**config.mk**
```make
export PLATFORM = sky130hd
export DESIGN_NAME = amo_unit
export DESIGN_NICKNAME = d
export VERILOG_FILES = /design/src/rtl/amo_pkg.sv /design/src/rtl/amo_alu.sv /design/src/rtl/amo_seq.sv /design/src/rtl/amo_unit.sv
export SDC_FILE = /design/constraint.sdc
export NUM_CORES = 1
export LEC_CHECK = 0
export BUFFER_PORTS_ARGS = -buffer_cell sky130_fd_sc_hd__buf_2
export CORE_MARGIN = 4
export CORE_UTILIZATION = 25
export DETAILED_ROUTE_END_ITERATION = 10
export PLACE_DENSITY = 0.54
export SETUP_SLACK_MARGIN = 0.1
export SLEW_MARGIN = 20
export SYNTH_ARGS = -nofsm -noshare
export SYNTH_HDL_FRONTEND = slang
export SYNTH_SLANG_ARGS = --single-unit
```
**constraint.sdc**
```tcl
create_clock -name clk_i -period 7.3 [get_ports clk_i]
set_clock_uncertainty 0.1 [all_clocks]
set_input_delay 0.365 -clock clk_i [delete_from_list [all_inputs] [get_ports clk_i]]
set_output_delay 0.365 -clock clk_i [all_outputs]
set_load 0.02 [all_outputs]
```
**src/rtl/amo_pkg.sv**
```systemverilog
package amo_pkg;
  typedef enum logic [3:0] {
    OP_SWAP = 4'd0,
    OP_ADD  = 4'd1,
    OP_AND  = 4'd2,
    OP_OR   = 4'd3,
    OP_XOR  = 4'd4,
    OP_MAX  = 4'd5,
    OP_MIN  = 4'd6,
    OP_MAXU = 4'd7,
    OP_MINU = 4'd8
  } amo_op_e;

  typedef enum logic [2:0] {
    S_IDLE, S_RD_REQ, S_RD_WAIT, S_WR_REQ, S_WR_WAIT, S_DONE
  } amo_state_e;
endpackage

```
**src/rtl/amo_alu.sv**
```systemverilog
module amo_alu
  import amo_pkg::*;
#(
  parameter int W = 64
) (
  input  logic [3:0]   op_i,
  input  logic         dword_i,
  input  logic [W-1:0] mem_i,
  input  logic [W-1:0] src_i,
  output logic [W-1:0] new_o
);
  localparam int HW = W / 2;

  logic         is_signed;
  logic [W:0]   a_x, b_x;
  logic         a_lt_b;

  assign is_signed = (op_i == OP_MAX) || (op_i == OP_MIN);

  // widen to W+1 so one signed compare serves both signed and unsigned forms
  always_comb begin
    if (dword_i) begin
      a_x = {is_signed & mem_i[W-1], mem_i};
      b_x = {is_signed & src_i[W-1], src_i};
    end else begin
      a_x = {{(HW+1){is_signed & mem_i[HW-1]}}, mem_i[HW-1:0]};
      b_x = {{(HW+1){is_signed & src_i[HW-1]}}, src_i[HW-1:0]};
    end
  end

  assign a_lt_b = $signed(a_x) < $signed(b_x);

  always_comb begin
    unique case (op_i)
      OP_SWAP:         new_o = src_i;
      OP_ADD:          new_o = mem_i + src_i;
      OP_AND:          new_o = mem_i & src_i;
      OP_OR:           new_o = mem_i | src_i;
      OP_XOR:          new_o = mem_i ^ src_i;
      OP_MAX, OP_MAXU: new_o = a_lt_b ? src_i : mem_i;
      OP_MIN, OP_MINU: new_o = a_lt_b ? mem_i : src_i;
      default:         new_o = mem_i;
    endcase
  end
endmodule

```
**src/rtl/amo_seq.sv**
```systemverilog
module amo_seq
  import amo_pkg::*;
(
  input  logic clk_i,
  input  logic rst_ni,
  input  logic start_i,
  input  logic misaligned_i,
  input  logic rvalid_i,
  input  logic wack_i,
  output logic ready_o,
  output logic rd_o,
  output logic wr_o,
  output logic lock_o,
  output logic capture_o,
  output logic done_o
);
  amo_state_e st_q, st_d;

  always_comb begin
    st_d = st_q;
    unique case (st_q)
      S_IDLE:    if (start_i) st_d = misaligned_i ? S_DONE : S_RD_REQ;
      S_RD_REQ:  st_d = S_RD_WAIT;
      S_RD_WAIT: if (rvalid_i) st_d = S_WR_REQ;
      S_WR_REQ:  st_d = S_WR_WAIT;
      S_WR_WAIT: if (wack_i) st_d = S_DONE;
      S_DONE:    st_d = S_IDLE;
      default:   st_d = S_IDLE;
    endcase
  end

  always_ff @(posedge clk_i or negedge rst_ni) begin
    if (!rst_ni) st_q <= S_IDLE;
    else         st_q <= st_d;
  end

  assign ready_o   = (st_q == S_IDLE);
  assign rd_o      = (st_q == S_RD_REQ);
  assign wr_o      = (st_q == S_WR_REQ);
  assign lock_o    = (st_q == S_RD_REQ) || (st_q == S_RD_WAIT) ||
                     (st_q == S_WR_REQ) || (st_q == S_WR_WAIT);
  assign capture_o = (st_q == S_RD_WAIT) && rvalid_i;
  assign done_o    = (st_q == S_DONE);

  p_lock_span_r5: assert property (@(posedge clk_i) disable iff (!rst_ni)
    (lock_o && !(st_q == S_WR_WAIT && wack_i)) |=> lock_o);
  p_req_locked_r5: assert property (@(posedge clk_i) disable iff (!rst_ni)
    (rd_o || wr_o) |-> lock_o);
  p_done_pulse_r7: assert property (@(posedge clk_i) disable iff (!rst_ni)
    done_o |=> !done_o);
  p_read_before_write_r5: assert property (@(posedge clk_i) disable iff (!rst_ni)
    wr_o |-> $past(capture_o));
endmodule

```
**src/rtl/amo_unit.sv**
```systemverilog
module amo_unit
  import amo_pkg::*;
#(
  parameter int DATA_W = 64,
  parameter int ADDR_W = 32
) (
  input  logic                clk_i,
  input  logic                rst_ni,
  input  logic                req_valid_i,
  input  logic [3:0]          req_op_i,
  input  logic                req_dword_i,
  input  logic [ADDR_W-1:0]   req_addr_i,
  input  logic [DATA_W-1:0]   req_src_i,
  input  logic                req_aq_i,
  input  logic                req_rl_i,
  output logic                req_ready_o,
  output logic                done_o,
  output logic                fault_o,
  output logic [DATA_W-1:0]   result_o,
  output logic                mem_rd_o,
  output logic                mem_wr_o,
  output logic [ADDR_W-1:0]   mem_addr_o,
  output logic [DATA_W-1:0]   mem_wdata_o,
  output logic [DATA_W/8-1:0] mem_wmask_o,
  output logic                mem_lock_o,
  output logic                mem_aq_o,
  output logic                mem_rl_o,
  input  logic [DATA_W-1:0]   mem_rdata_i,
  input  logic                mem_rvalid_i,
  input  logic                mem_wack_i
);
  localparam int HW    = DATA_W / 2;
  localparam int NB    = DATA_W / 8;
  localparam int OFF_W = $clog2(NB);

  logic                accept, misaligned, capture;
  logic [3:0]          op_q;
  logic                dword_q, aq_q, rl_q, fault_q;
  logic [ADDR_W-1:0]   addr_q;
  logic [DATA_W-1:0]   src_q, rdata_q, loaded, new_val;
  logic                hi_lane;

  assign misaligned = req_dword_i ? |req_addr_i[OFF_W-1:0] : |req_addr_i[OFF_W-2:0];
  assign accept     = req_valid_i && req_ready_o;

  amo_seq u_seq (
    .clk_i        (clk_i),
    .rst_ni       (rst_ni),
    .start_i      (req_valid_i),
    .misaligned_i (misaligned),
    .rvalid_i     (mem_rvalid_i),
    .wack_i       (mem_wack_i),
    .ready_o      (req_ready_o),
    .rd_o         (mem_rd_o),
    .wr_o         (mem_wr_o),
    .lock_o       (mem_lock_o),
    .capture_o    (capture),
    .done_o       (done_o)
  );

  always_ff @(posedge clk_i or negedge rst_ni) begin
    if (!rst_ni) begin
      op_q    <= '0;
      dword_q <= 1'b0;
      aq_q    <= 1'b0;
      rl_q    <= 1'b0;
      fault_q <= 1'b0;
      addr_q  <= '0;
      src_q   <= '0;
    end else if (accept) begin
      op_q    <= req_op_i;
      dword_q <= req_dword_i;
      aq_q    <= req_aq_i;
      rl_q    <= req_rl_i;
      fault_q <= misaligned;
      addr_q  <= req_addr_i;
      src_q   <= req_src_i;
    end
  end

  always_ff @(posedge clk_i or negedge rst_ni) begin
    if (!rst_ni)      rdata_q <= '0;
    else if (accept)  rdata_q <= '0;
    else if (capture) rdata_q <= mem_rdata_i;
  end

  assign hi_lane = addr_q[OFF_W-1];

  always_comb begin
    if (dword_q)      loaded = rdata_q;
    else if (hi_lane) loaded = {{HW{1'b0}}, rdata_q[DATA_W-1:HW]};
    else              loaded = {{HW{1'b0}}, rdata_q[HW-1:0]};
  end

  amo_alu #(.W(DATA_W)) u_alu (
    .op_i    (op_q),
    .dword_i (dword_q),
    .mem_i   (loaded),
    .src_i   (src_q),
    .new_o   (new_val)
  );

  assign mem_addr_o  = addr_q;
  assign mem_wdata_o = dword_q ? new_val : {new_val[HW-1:0], new_val[HW-1:0]};
  assign mem_wmask_o = dword_q ? {NB{1'b1}} :
                       hi_lane ? {{(NB/2){1'b1}}, {(NB/2){1'b0}}} :
                                 {{(NB/2){1'b0}}, {(NB/2){1'b1}}};
  assign mem_aq_o    = mem_lock_o & aq_q;
  assign mem_rl_o    = mem_lock_o & rl_q;
  assign fault_o     = done_o & fault_q;
  assign result_o    = (!done_o || fault_q) ? '0 :
                       dword_q ? loaded : {{HW{loaded[HW-1]}}, loaded[HW-1:0]};

  p_wmask_r3: assert property (@(posedge clk_i) disable iff (!rst_ni)
    mem_wr_o |-> $countones(mem_wmask_o) == (dword_q ? NB : NB/2));
  p_fault_r4: assert property (@(posedge clk_i) disable iff (!rst_ni)
    (accept && misaligned) |=> (done_o && fault_o && !mem_rd_o));
  p_hint_pass_r6: assert property (@(posedge clk_i) disable iff (!rst_ni)
    $rose(mem_lock_o) |-> (mem_aq_o == $past(req_aq_i) && mem_rl_o == $past(req_rl_i)));
  p_idle_unlocked_r7: assert property (@(posedge clk_i) disable iff (!rst_ni)
    req_ready_o |-> !mem_lock_o);
endmodule

```
==> reports/metrics.yaml, run 1 <==
fmax_mhz: 142
worstHoldStart: "req_src_i[24]"
seq_area_frac_synth_pct: 25.0
worstSetupEndpointType: "output pin"
critical_path.max_stage_delay_ns: 0.53
crit_top_cell: "buf_4"
synth_edf_count: 0
required_ns: 6.84
worstMarginPinSlew_ns: 1.15
synth_seq_cells: 171
timing.rr.end: "rdata_q[49]"
grt_pass1_wl_um: 122000
synth-async-reset-ratio_pct: 100
min_to: "src_q[24]"
rr_startpoint: "u_seq.st_q[2]"
synth.area.top_cells: "dfrtp_1 25%, ha_1 14%, mux2_2 6.9%"
gp_congestion: 0.974
status: "complete, no violations"
start_util_pct: 25.3
cts_setup_buffers: 0
setup_viol: 0
cts_buffer_depth: 2
cp.arrival_ns: 6.59
fillCellCount: 7207
rr_worst_depth: 5
synth.distinct_cells: 81
cp_max_fo: 47
clk_latency_ns: 0.49
grt_antenna_before_repair: 2
fin_setup_tns_ns: 0
dr.pass1.iters: 6
cts.clk_slew.worst_paths_ns: 0.07
period_minus_slack_ns: 7.05
hold_depth: 2
nets: 2920
syn_inst: 2152
syn-num-nets: 2518
synthTopCellsByCount: "283 x nand2_1, 207 x o21ai_0, 196 x a21oi_1"
die_x_um: 270
io_pins: 348
yosys.cell_count.top_type: "nand2_1"
maxCapViolCount: 0
grt-ovfl-total: 0
synth-warning-count: 0
clock-sinks: 171
grt_pass1_vias: 17800
avgViaCountPerCell: 5.37
synth_top_area_share_pct: 25.0
grt_start_max_net_pins: 107
port_buffers: 347
drcViolationCount: 0
cts_root_buf: "clkbuf_16"
drive_above_1_share_pct: 22.8
cts_tree: "done"
cts-buffers-inserted: 17
synthFlopType: "dfrtp_1"
die_y_um: 270
wire_per_inst_um: 24.0
slew_headroom_pct: 23.4
drt-total-wl_um: 82600
gr-usage-all-layers_pct: 22.0
critPathTopFamily: "compound AO/OA/AOI/OAI gates"
vias: 18500
path_buf_inv: 6
finalHoldViolCount: 0
r2r_slack_ns: 4.52
fin_crit_sh_pct: 96.6
synth_top_area_cell: "dfrtp_1"
core-area_um2: 67500
area_delta_synth_final_pct: 28.1
cp_cell_sequence: "buf_4 > buf_6 > or3_1 > buf_4 > nand2_1 > ha_1 > nand4_1 > nor3_1 > inv_1 > a211oi_1 > nor2_2 > a31o_4 > o221a_4 > or2_2 > buf_4 > a221oi_1 > a21oi_1 > a211o_1 > buf_2"
cts.htree.levels: 4
fp.dieArea_um2: 72700
rsz0062_at_grt: "false"
slew_violations: 0
first_iter_violations: 1921
min_path_type: "in -> reg"
crit_path_start_kind: "flip-flop"
ant_nets: 0
rows: 95
dp_hpwl_um: 63700
crit_type: "reg -> out"
syn_area_per_cell_um2: 7.95
crit_path_top_delay_cell: "or2_2"
netlist_area_um2: 17100
-- layer usage --
| metal | GRT usage, % | routed length (um) |
|---|---|---|
| met5 | 0 | 12 |
| met4 | 8.33 | 3120 |
| met3 | 6.36 | 8220 |
| met2 | 32.7 | 35000 |
| met1 | 30.2 | 36300 |
-- per-stage QoR --
stage	util, %	hold WS [ns]	cell area (um2)	worst slack, ns	instances
2_1_floorplan	-	-0.0306	17100	1.74	2152
4_1_cts	32.4	0.000135	21900	0.179	3440
5_1_grt	32.5	0.0181	21900	0.103	3441
3_5_place_dp	29.4	0.385	19800	0.539	3263
3_3_place_gp	29.4	0.377	19800	0.558	3263
6_report	32.5	0.0227	21900	0.248	3441
-- cell families after synthesis --
kind of cell,share of synthesized area [%]
buf+inv,7.58
flops,25.0
simple gates,13.6
mux,9.19
compound gates,27.6
xor+xnor,2.87
fa+ha+maj,14.2
-- layout by cell type (no fill, tap or decap), drive strengths merged, types with 6 or more instances in the layout --
cell type      n
nor4          13
o21a          13
clkbuf        19
nor3          12
ha           193
nand2b        11
mux2i         39
nand4         25
dlygate4sd3  145
o22ai         10
nand2        283
o21bai        14
a221oi        84
a21boi         6
nor2b         13
xor2          20
nor2         112
mux2         105
inv          167
a31oi         11
a22oi         27
o31ai         11
xnor2         36
o211ai        30
o21ai        209
a21oi        197
dfrtp        171
clkinv         9
buf          408
nand3         17
a21o          25
o221ai        22
a211oi        15
and2           7
a221o         13
-- timing repair --
action	CTS	global route
hold buffers	145	0
hold endpoints to repair	246	0
resized for setup	1	3
setup endpoints to repair	1	7
-- worst reg2reg max path, stage by stage, from the launching register on --
cell and delay [ns]:
dfrtp_1 0.48, nand2b_1 0.24, nor3b_4 0.68, buf_4 0.83, nand2_1 0.25, o21ai_0 0.12
-- worst max path at each step --
stage	from	endpoint	slack, ns	cells past startpoint
after detailed placement	dword_q	mem_wdata_o[56]	0.54	18
after CTS	dword_q	mem_wdata_o[56]	0.18	18
final	dword_q	mem_wdata_o[56]	0.25	19
after floorplan	dword_q	mem_wdata_o[61]	1.74	22
after global placement	dword_q	mem_wdata_o[56]	0.56	18
after global routing	mem_addr_o[2]	mem_wdata_o[56]	0.10	21
-- cell type report --
| cell class | count | area, um2 | share of cell area (%) |
|---|---|---|---|
| Timing Repair Buffer | 554 | 3690 | 16.8 |
| Clock buffer | 18 | 429 | 1.96 |
| Antenna cell | 1 | 2.50 | 0.0114 |
| Tap cell | 873 | 1090 | 4.98 |
| Inverter | 163 | 612 | 2.79 |
| Clock inverter | 14 | 174 | 0.793 |
| Multi-Input combinational cell | 1647 | 11600 | 53.1 |
| Sequential cell | 171 | 4280 | 19.5 |
-- flip-flops by register name, indices dropped and copies added, names as in the netlist --
register and cells:
rdata_q 64, aq_q 1, mem_addr_o 32, fault_q 1, src_q 64, u_seq.st_q 3
rl_q 1, op_q 4, dword_q 1
Power of run 1 is left out: the tool's default activity adds up to more than one toggle a clock period on the data nets, which glitch-free logic cannot reach.
==> run 2: changes to the inputs <==
--- a/config.mk
+++ b/config.mk
@@ -5,11 +5,12 @@
 export SDC_FILE = /design/constraint.sdc
 export NUM_CORES = 1
 export LEC_CHECK = 0
+export ABC_AREA = 1
 export BUFFER_PORTS_ARGS = -buffer_cell sky130_fd_sc_hd__buf_2
 export CORE_MARGIN = 4
 export CORE_UTILIZATION = 25
 export DETAILED_ROUTE_END_ITERATION = 10
-export PLACE_DENSITY = 0.54
+export PLACE_DENSITY = 0.53
 export SETUP_SLACK_MARGIN = 0.1
 export SLEW_MARGIN = 20
 export SYNTH_ARGS = -nofsm -noshare
==> run 2 against run 1 <==
  * Largest cell class unchanged
  * Critical path type unchanged
  * Wire length is 16% higher
  * Die area is 9.6% higher
  * Critical endpoint is now mem_wdata_o[63]
  * Final area is 5.0% higher
  * Sequential cell count stayed put
  * Synthesized cell count is 40% higher
==> reports/metrics.yaml, run 2 <==
status: "complete, no violations"  # unchanged
dr.pass1.iters: 5  # was 6
finalHoldViolCount: 0  # unchanged
port_buffers: 347  # unchanged
synth-warning-count: 0  # unchanged
die_y_um: 282  # was 270 um
fp.dieArea_um2: 79700  # was 72,700 um2
drcViolationCount: 0  # unchanged
fin_setup_tns_ns: 0  # unchanged
cp_cell_sequence: "nand2_2 > buf_4 > nand2_1 > o21ai_0 > ha_1 > nor2_1 > nand3_1 > nor2_1 > nand2_1 > nor2_1 > nand2_1 > nand3_1 > nor2_2 > nand3_2 > nand3_2 > nand2_2 > nand2_1 > nand3_1 > nand3_1 > nand3_1 > buf_2"  # was buf_4 > buf_6 > or3_1 > buf_4 > nand2_1 > ha_1 > nand4_1 > nor3_1 > inv_1 > a211oi_1 > nor2_2 > a31o_4 > o221a_4 > or2_2 > buf_4 > a221oi_1 > a21oi_1 > a211o_1 > buf_2
min_path_type: "in -> reg"  # unchanged
pre_cts_ws_ns: 1.56  # was 0.539 ns
required_ns: 6.84  # about the same
synth_top_area_share_pct: 22.8  # was 25.0%
leakage_nw: 12.3
start_util_pct: 25.3  # about the same
cts_setup_buffers: 0  # unchanged
period_minus_slack_ns: 6.36  # was 7.05 ns
crit_type: "reg -> out"  # unchanged
cts_root_buf: "clkbuf_16"  # unchanged
fin_crit_sh_pct: 87.1  # was 96.6%
slew_headroom_pct: 13.1  # was 23.4%
clk_latency_ns: 0.50  # was 0.49 ns
fillCellCount: 8407  # was 7,207
clock-sinks: 171  # unchanged
p_per_area_nw_per_um2: 557
crit_path_top_delay_cell: "nand2_2"  # was or2_2
synth_seq_cells: 171  # unchanged
first_iter_violations: 2077  # was 1,921
cts-resized-gates: 0  # was 1
core-area_um2: 74400  # was 67,500 um2
cts.htree.levels: 4  # unchanged
crit_path_start_kind: "flip-flop"  # unchanged
regArea_um2: 4280  # about the same
slew_violations: 0  # unchanged
grt_start_max_net_pins: 73  # was 107
crit_top_cell: "nand3_1"  # was buf_4
drt-total-wl_um: 95400  # was 82,600 um
rsz0062_at_grt: "false"  # unchanged
maxCapViolCount: 0  # unchanged
syn_inst: 3006  # was 2,152
syn-num-nets: 3372  # was 2,518
cts-buffers-inserted: 17  # unchanged
seq_area_frac_synth_pct: 22.8  # was 25.0%
grt_pass1_wl_um: 139000  # was 122,000 um
grt_pass1_vias: 21400  # was 17,800
startpoint: "mem_addr_o[2]"  # was dword_q
die_x_um: 282  # was 270 um
synth.distinct_cells: 44  # was 81
path_buf_inv: 2  # was 6
layout_common_cells: "670 x nand2_1, 439 x inv_1, 346 x buf_2"  # was 346 x buf_2, 281 x nand2_1, 205 x o21ai_0
layout_commonest_cell: "nand2_1"  # was buf_2
fin_ws_ns: 0.939  # was 0.248 ns
cp.arrival_ns: 5.90  # was 6.59 ns
syn_area_per_cell_um2: 6.26  # was 7.95 um2
grt-ovfl-total: 0  # unchanged
grt_antenna_before_repair: 5  # was 2
ant_nets: 0  # unchanged
critPathTopFamily: "simple AND/OR/NAND/NOR gates"  # was compound AO/OA/AOI/OAI gates
gp_congestion: 1.00  # was 0.974
cts_tree: "done"  # unchanged
vias: 22000  # was 18,500
drive_above_1_share_pct: 14.0  # was 22.8%
synth-async-reset-ratio_pct: 100  # unchanged
worstMarginPinSlew_ns: 1.29  # was 1.15 ns
critical_path.max_stage_delay_ns: 0.59  # was 0.53 ns
netlist_area_um2: 18800  # was 17,100 um2
gr-usage-all-layers_pct: 23.4  # was 22.0%
worstSetupEndpointType: "output pin"  # unchanged
synth.area.top_cells: "dfrtp_1 23%, nand2_1 13%, ha_1 13%"  # was dfrtp_1 25%, ha_1 14%, mux2_2 6.9%
io_pins: 348  # unchanged
rr_startpoint: "u_seq.st_q[0]"  # was u_seq.st_q[2]
worstHoldStart: "req_src_i[22]"  # was req_src_i[24]
synthFlopType: "dfrtp_1"  # unchanged
cts.clk_slew.worst_paths_ns: 0.07  # about the same
fmax_mhz: 157  # was 142 MHz
yosys.cell_count.top_type: "nand2_1"  # unchanged
cts_buffer_depth: 2  # unchanged
synthTopCellsByCount: "675 x nand2_1, 440 x inv_1, 339 x nor2_1"  # was 283 x nand2_1, 207 x o21ai_0, 196 x a21oi_1
avgViaCountPerCell: 5.06  # was 5.37
cp_max_fo: 39  # was 47
dp_hpwl_um: 75800  # was 63,700 um
synth_edf_count: 0  # unchanged
multiInputGateArea_um2: 12300  # was 11,600 um2
area_delta_synth_final_pct: 22.4  # was 28.1%
synth_top_area_cell: "dfrtp_1"  # unchanged
rows: 100  # was 95
nets: 3731  # was 2,920
setup_viol: 0  # unchanged
wire_per_inst_um: 21.9  # was 24.0 um
ir_worst_vdd_uv: 248
[run 2: cell count changes after synthesis, moves of 73 or more]
cell / change
inv_1: +280
nor2_1: +228
nand2_1: +392
a21oi_1: +82
mux2_2: -73
nand3_1: +184
[run 2: final timing paths]
check                             endpoint  slack, ns  cells past startpoint
max in group asynchronous        src_q[50]       5.52                      3
min                              src_q[22]       0.03                      3
min in group asynchronous      rdata_q[10]       0.29                      2
min reg2reg                  u_seq.st_q[0]       0.38                      1
max                        mem_wdata_o[63]       0.94                     21
max reg2reg                    rdata_q[17]       4.50                      7
[run 2: power by group]
group	switching, mW	internal, mW	total [mW]	leakage, nW
Sequential	0.384	1.35	1.73	2.02
Combinational	7.27	2.84	10.1	9.98
Clock	0.485	0.498	0.984	0.279
[run 2: layout make-up]
cell class	instances	area share, %
inverters	447	7.29
multi-input cells	2254	53.5
repair buffers	474	12.8
diodes	1	0.0109
clock buffers	20	1.98
well taps	969	5.27
clock inverters	12	0.554
flip-flops and latches	171	18.6
[run 2: kinds of logic (layout without fill, tap and decap cells)]
| family | Yosys count | after routing | share of synthesized area, % |
|---|---|---|---|
| multiplexers | 32 | 32 | 1.92 |
| flip-flops | 171 | 171 | 22.8 |
| XOR/XNOR | 4 | 4 | 0.186 |
| buffers and inverters | 581 | 953 | 12.0 |
| other | 0 | 1 | 0 |
| AND/OR/NAND/NOR | 1316 | 1316 | 29.0 |
| adder cells (fa/ha/maj) | 194 | 194 | 12.9 |
| AO/OA/AOI/OAI | 708 | 708 | 21.2 |
[run 2: worst reg2reg max path: stages, from the launching register on]
cell and delay [ns]:
dfrtp_1 0.42, nor2_1 0.21, nand2_1 0.09, inv_1 0.12, nand2_4 0.37, nand2_2 1.00, nand3_1 0.26, o21ai_0 0.14
[run 2: through the flow]
stage	utilization [%]	cells	area, um2	power, mW	hold slack, ns
6_report	30.9	4348	23000	12.8	0.0254
5_1_grt	30.9	4347	23000	13.9	0.0245
4_1_cts	30.9	4347	23000	12.7	0.000115
3_5_place_dp	28.8	4219	21500	11.7	0.284
3_3_place_gp	28.8	4219	21500	11.6	0.280
2_1_floorplan	-	3006	18800	8.01	-0.0306
[run 2: repair_timing]
action                                  in CTS  in global routing
endpoints found under the hold margin      152                  0
hold buffers                                96                  0
endpoints found under the setup margin       0                  0
[run 2: layer usage]
metal / global-route usage (%) / routed length, um / up-vias
met2: 37.7 / 43000 / 833
met4: 11.0 / 4890 / 8
met5: 0 / 42 / -
met3: 4.84 / 7030 / 175
met1: 30.1 / 40500 / 10400
li1: - / - / 10600
No activity file was read; power rests on OpenSTA's default activity.
==> run 3: changes to the inputs <==
--- a/config.mk
+++ b/config.mk
@@ -8,9 +8,9 @@
 export ABC_AREA = 1
 export BUFFER_PORTS_ARGS = -buffer_cell sky130_fd_sc_hd__buf_2
 export CORE_MARGIN = 4
-export CORE_UTILIZATION = 25
+export CORE_UTILIZATION = 40
 export DETAILED_ROUTE_END_ITERATION = 10
-export PLACE_DENSITY = 0.53
+export PLACE_DENSITY = 0.72
 export SETUP_SLACK_MARGIN = 0.1
 export SLEW_MARGIN = 20
 export SYNTH_ARGS = -nofsm -noshare
==> constraint.sdc (replaced) <==
create_clock -name clk_i -period 7.3 [get_ports clk_i]
set_clock_uncertainty 0.1 [all_clocks]
set_input_delay 0.365 -clock clk_i [delete_from_list [all_inputs] [get_ports clk_i]]
set_output_delay 0.365 -clock clk_i [all_outputs]
set_load 0.05 [all_outputs]
==> run 3 against run 2 <==
  * First-iteration DRC count increased by 26%
  * Hold slack better by 0.0068 ns
  * Register-to-register slack improved by 0.18 ns
  * Largest cell class unchanged
==> reports/metrics.yaml, run 3 (synthesis results as in run 2) <==
status: "complete, no violations"  # unchanged
cp.arrival_ns: 6.23  # was 5.90 ns
fp.dieArea_um2: 50600  # was 79,700 um2
critPathTopFamily: "simple AND/OR/NAND/NOR gates"  # unchanged
io_pins: 348  # unchanged
vias: 22800  # was 22,000
gr-usage-all-layers_pct: 33.9  # was 23.4%
maxCapViolCount: 0  # unchanged
finalHoldViolCount: 0  # unchanged
core-area_um2: 46600  # was 74,400 um2
layout_commonest_cell: "nand2_1"  # unchanged
cts-buffers-inserted: 17  # unchanged
required_ns: 6.84  # about the same
rsz0062_at_grt: "false"  # unchanged
gp_congestion: 1.03  # was 1.00
drive_above_1_share_pct: 13.9  # was 14.0%
start_util_pct: 40.4  # was 25.3%
min_path_type: "in -> reg"  # unchanged
worstSetupEndpointType: "output pin"  # unchanged
grt_pass1_wl_um: 132000  # was 139,000 um
cts_buffer_depth: 2  # unchanged
cp_cell_sequence: "nand2_2 > o21ai_0 > ha_1 > nor2_2 > nand3_1 > nor2_1 > nand2_1 > nor2_1 > nand2_1 > nand3_1 > nor2_2 > nand3_2 > nand3_2 > nand2_2 > buf_12 > nand2_1 > nand3_1 > nand3b_1 > nand2_1 > buf_12"  # was nand2_2 > buf_4 > nand2_1 > o21ai_0 > ha_1 > nor2_1 > nand3_1 > nor2_1 > nand2_1 > nor2_1 > nand2_1 > nand3_1 > nor2_2 > nand3_2 > nand3_2 > nand2_2 > nand2_1 > nand3_1 > nand3_1 > nand3_1 > buf_2
clk_latency_ns: 0.50  # about the same
multiInputGateArea_um2: 12300  # about the same
cts_tree: "done"  # unchanged
grt_pass1_vias: 22000  # was 21,400
slew_violations: 0  # unchanged
fin_setup_tns_ns: 0  # unchanged
rows: 79  # was 100
period_minus_slack_ns: 6.70  # was 6.36 ns
port_buffers: 347  # unchanged
fillCellCount: 4751  # was 8,407
fmax_mhz: 149  # was 157 MHz
r2r_slack_ns: 4.68  # was 4.50 ns
regArea_um2: 4280  # unchanged
avgViaCountPerCell: 5.68  # was 5.06
worstMarginPinSlew_ns: 1.35  # was 1.29 ns
critical_path.max_stage_delay_ns: 1.18  # was 0.59 ns
area_delta_synth_final_pct: 24.3  # was 22.4%
drt-total-wl_um: 88100  # was 95,400 um
cts.htree.levels: 4  # unchanged
cts_setup_buffers: 0  # unchanged
layout_common_cells: "670 x nand2_1, 439 x inv_1, 337 x nor2_1"  # was 670 x nand2_1, 439 x inv_1, 346 x buf_2
grt_antenna_before_repair: 2  # was 5
cts_root_buf: "clkbuf_16"  # unchanged
ant_nets: 0  # unchanged
slew_headroom_pct: 8.87  # was 13.1%
drcViolationCount: 0  # unchanged
post-route-util_pct: 50.2  # was 30.9%
crit_top_cell: "nand2_1"  # was nand3_1
fin_crit_sh_pct: 91.8  # was 87.1%
cts.clk_slew.worst_paths_ns: 0.08  # was 0.07 ns
die_x_um: 225  # was 282 um
setup_viol: 0  # unchanged
crit_path_top_delay_cell: "o21ai_0"  # was nand2_2
grt_start_max_net_pins: 83  # was 73
crit_path_start_kind: "flip-flop"  # unchanged
wire_per_inst_um: 22.0  # was 21.9 um
die_y_um: 225  # was 282 um
crit_type: "reg -> out"  # unchanged
nets: 3756  # was 3,731
first_iter_violations: 2616  # was 2,077
grt-ovfl-total: 0  # unchanged
clock-sinks: 171  # unchanged
dp_hpwl_um: 67100  # was 75,800 um
holdWs_ns: 0.0322  # was 0.0254 ns
path_buf_inv: 2  # unchanged
dr.pass1.iters: 8  # was 5
cp_max_fo: 33  # was 39
## run 3: final timing paths
path,end,from,cells after the start
setup / recovery,mem_wdata_o[50],mem_addr_o[2],20
hold / removal,rdata_q[39],mem_rdata_i[39],3
setup reg to reg,rdata_q[4],u_seq.st_q[1],7
hold reg to reg,mem_addr_o[31],mem_addr_o[31],1
max in group asynchronous,aq_q,rst_ni,3
min in group asynchronous,rdata_q[0],rst_ni,2
## run 3: routing by layer
layer  track usage [%]  up-vias  share of wire (%)
li1                  -    10600                  -
met1              44.8    10600                 40
met2              52.4     1323                 44
met3              8.43      224                 11
met4              15.5        0                4.9
met5                 0        -                  0
## run 3: worst reg2reg max path, stage by stage (launching register included)
cell and delay, ns:
dfrtp_1 0.41, inv_1 0.08, nor2_1 0.07, nand3_2 0.07, buf_4 0.50, nand2_2 0.79
nand3_1 0.32, o21ai_0 0.12
## run 3: final cells by class
| type | count | share of cell area [%] |
|---|---|---|
| diodes | 1 | 0.0107 |
| clock buffers | 19 | 1.89 |
| clock inverters | 13 | 0.760 |
| inverters | 447 | 7.18 |
| multi-input cells | 2254 | 52.6 |
| flip-flops and latches | 171 | 18.3 |
| well taps | 607 | 3.25 |
| repair buffers | 499 | 16.0 |
## run 3: per-stage QoR
step / cell area (um2) / std cells / setup slack, ns
floorplan: 18800 / 3006 / 2.36
global placement: 21600 / 3860 / 1.37
detailed placement: 21600 / 3860 / 1.36
CTS: 23400 / 4010 / 0.783
global route: 23400 / 4010 / 0.409
finish: 23400 / 4011 / 0.602
## run 3: what timing repair did
| item | CTS | global route |
|---|---|---|
| hold buffers | 118 | 0 |
| endpoints found under the hold margin | 164 | 0 |
| resized for setup | 0 | 0 |
Power of run 3 is left out for the same reason.
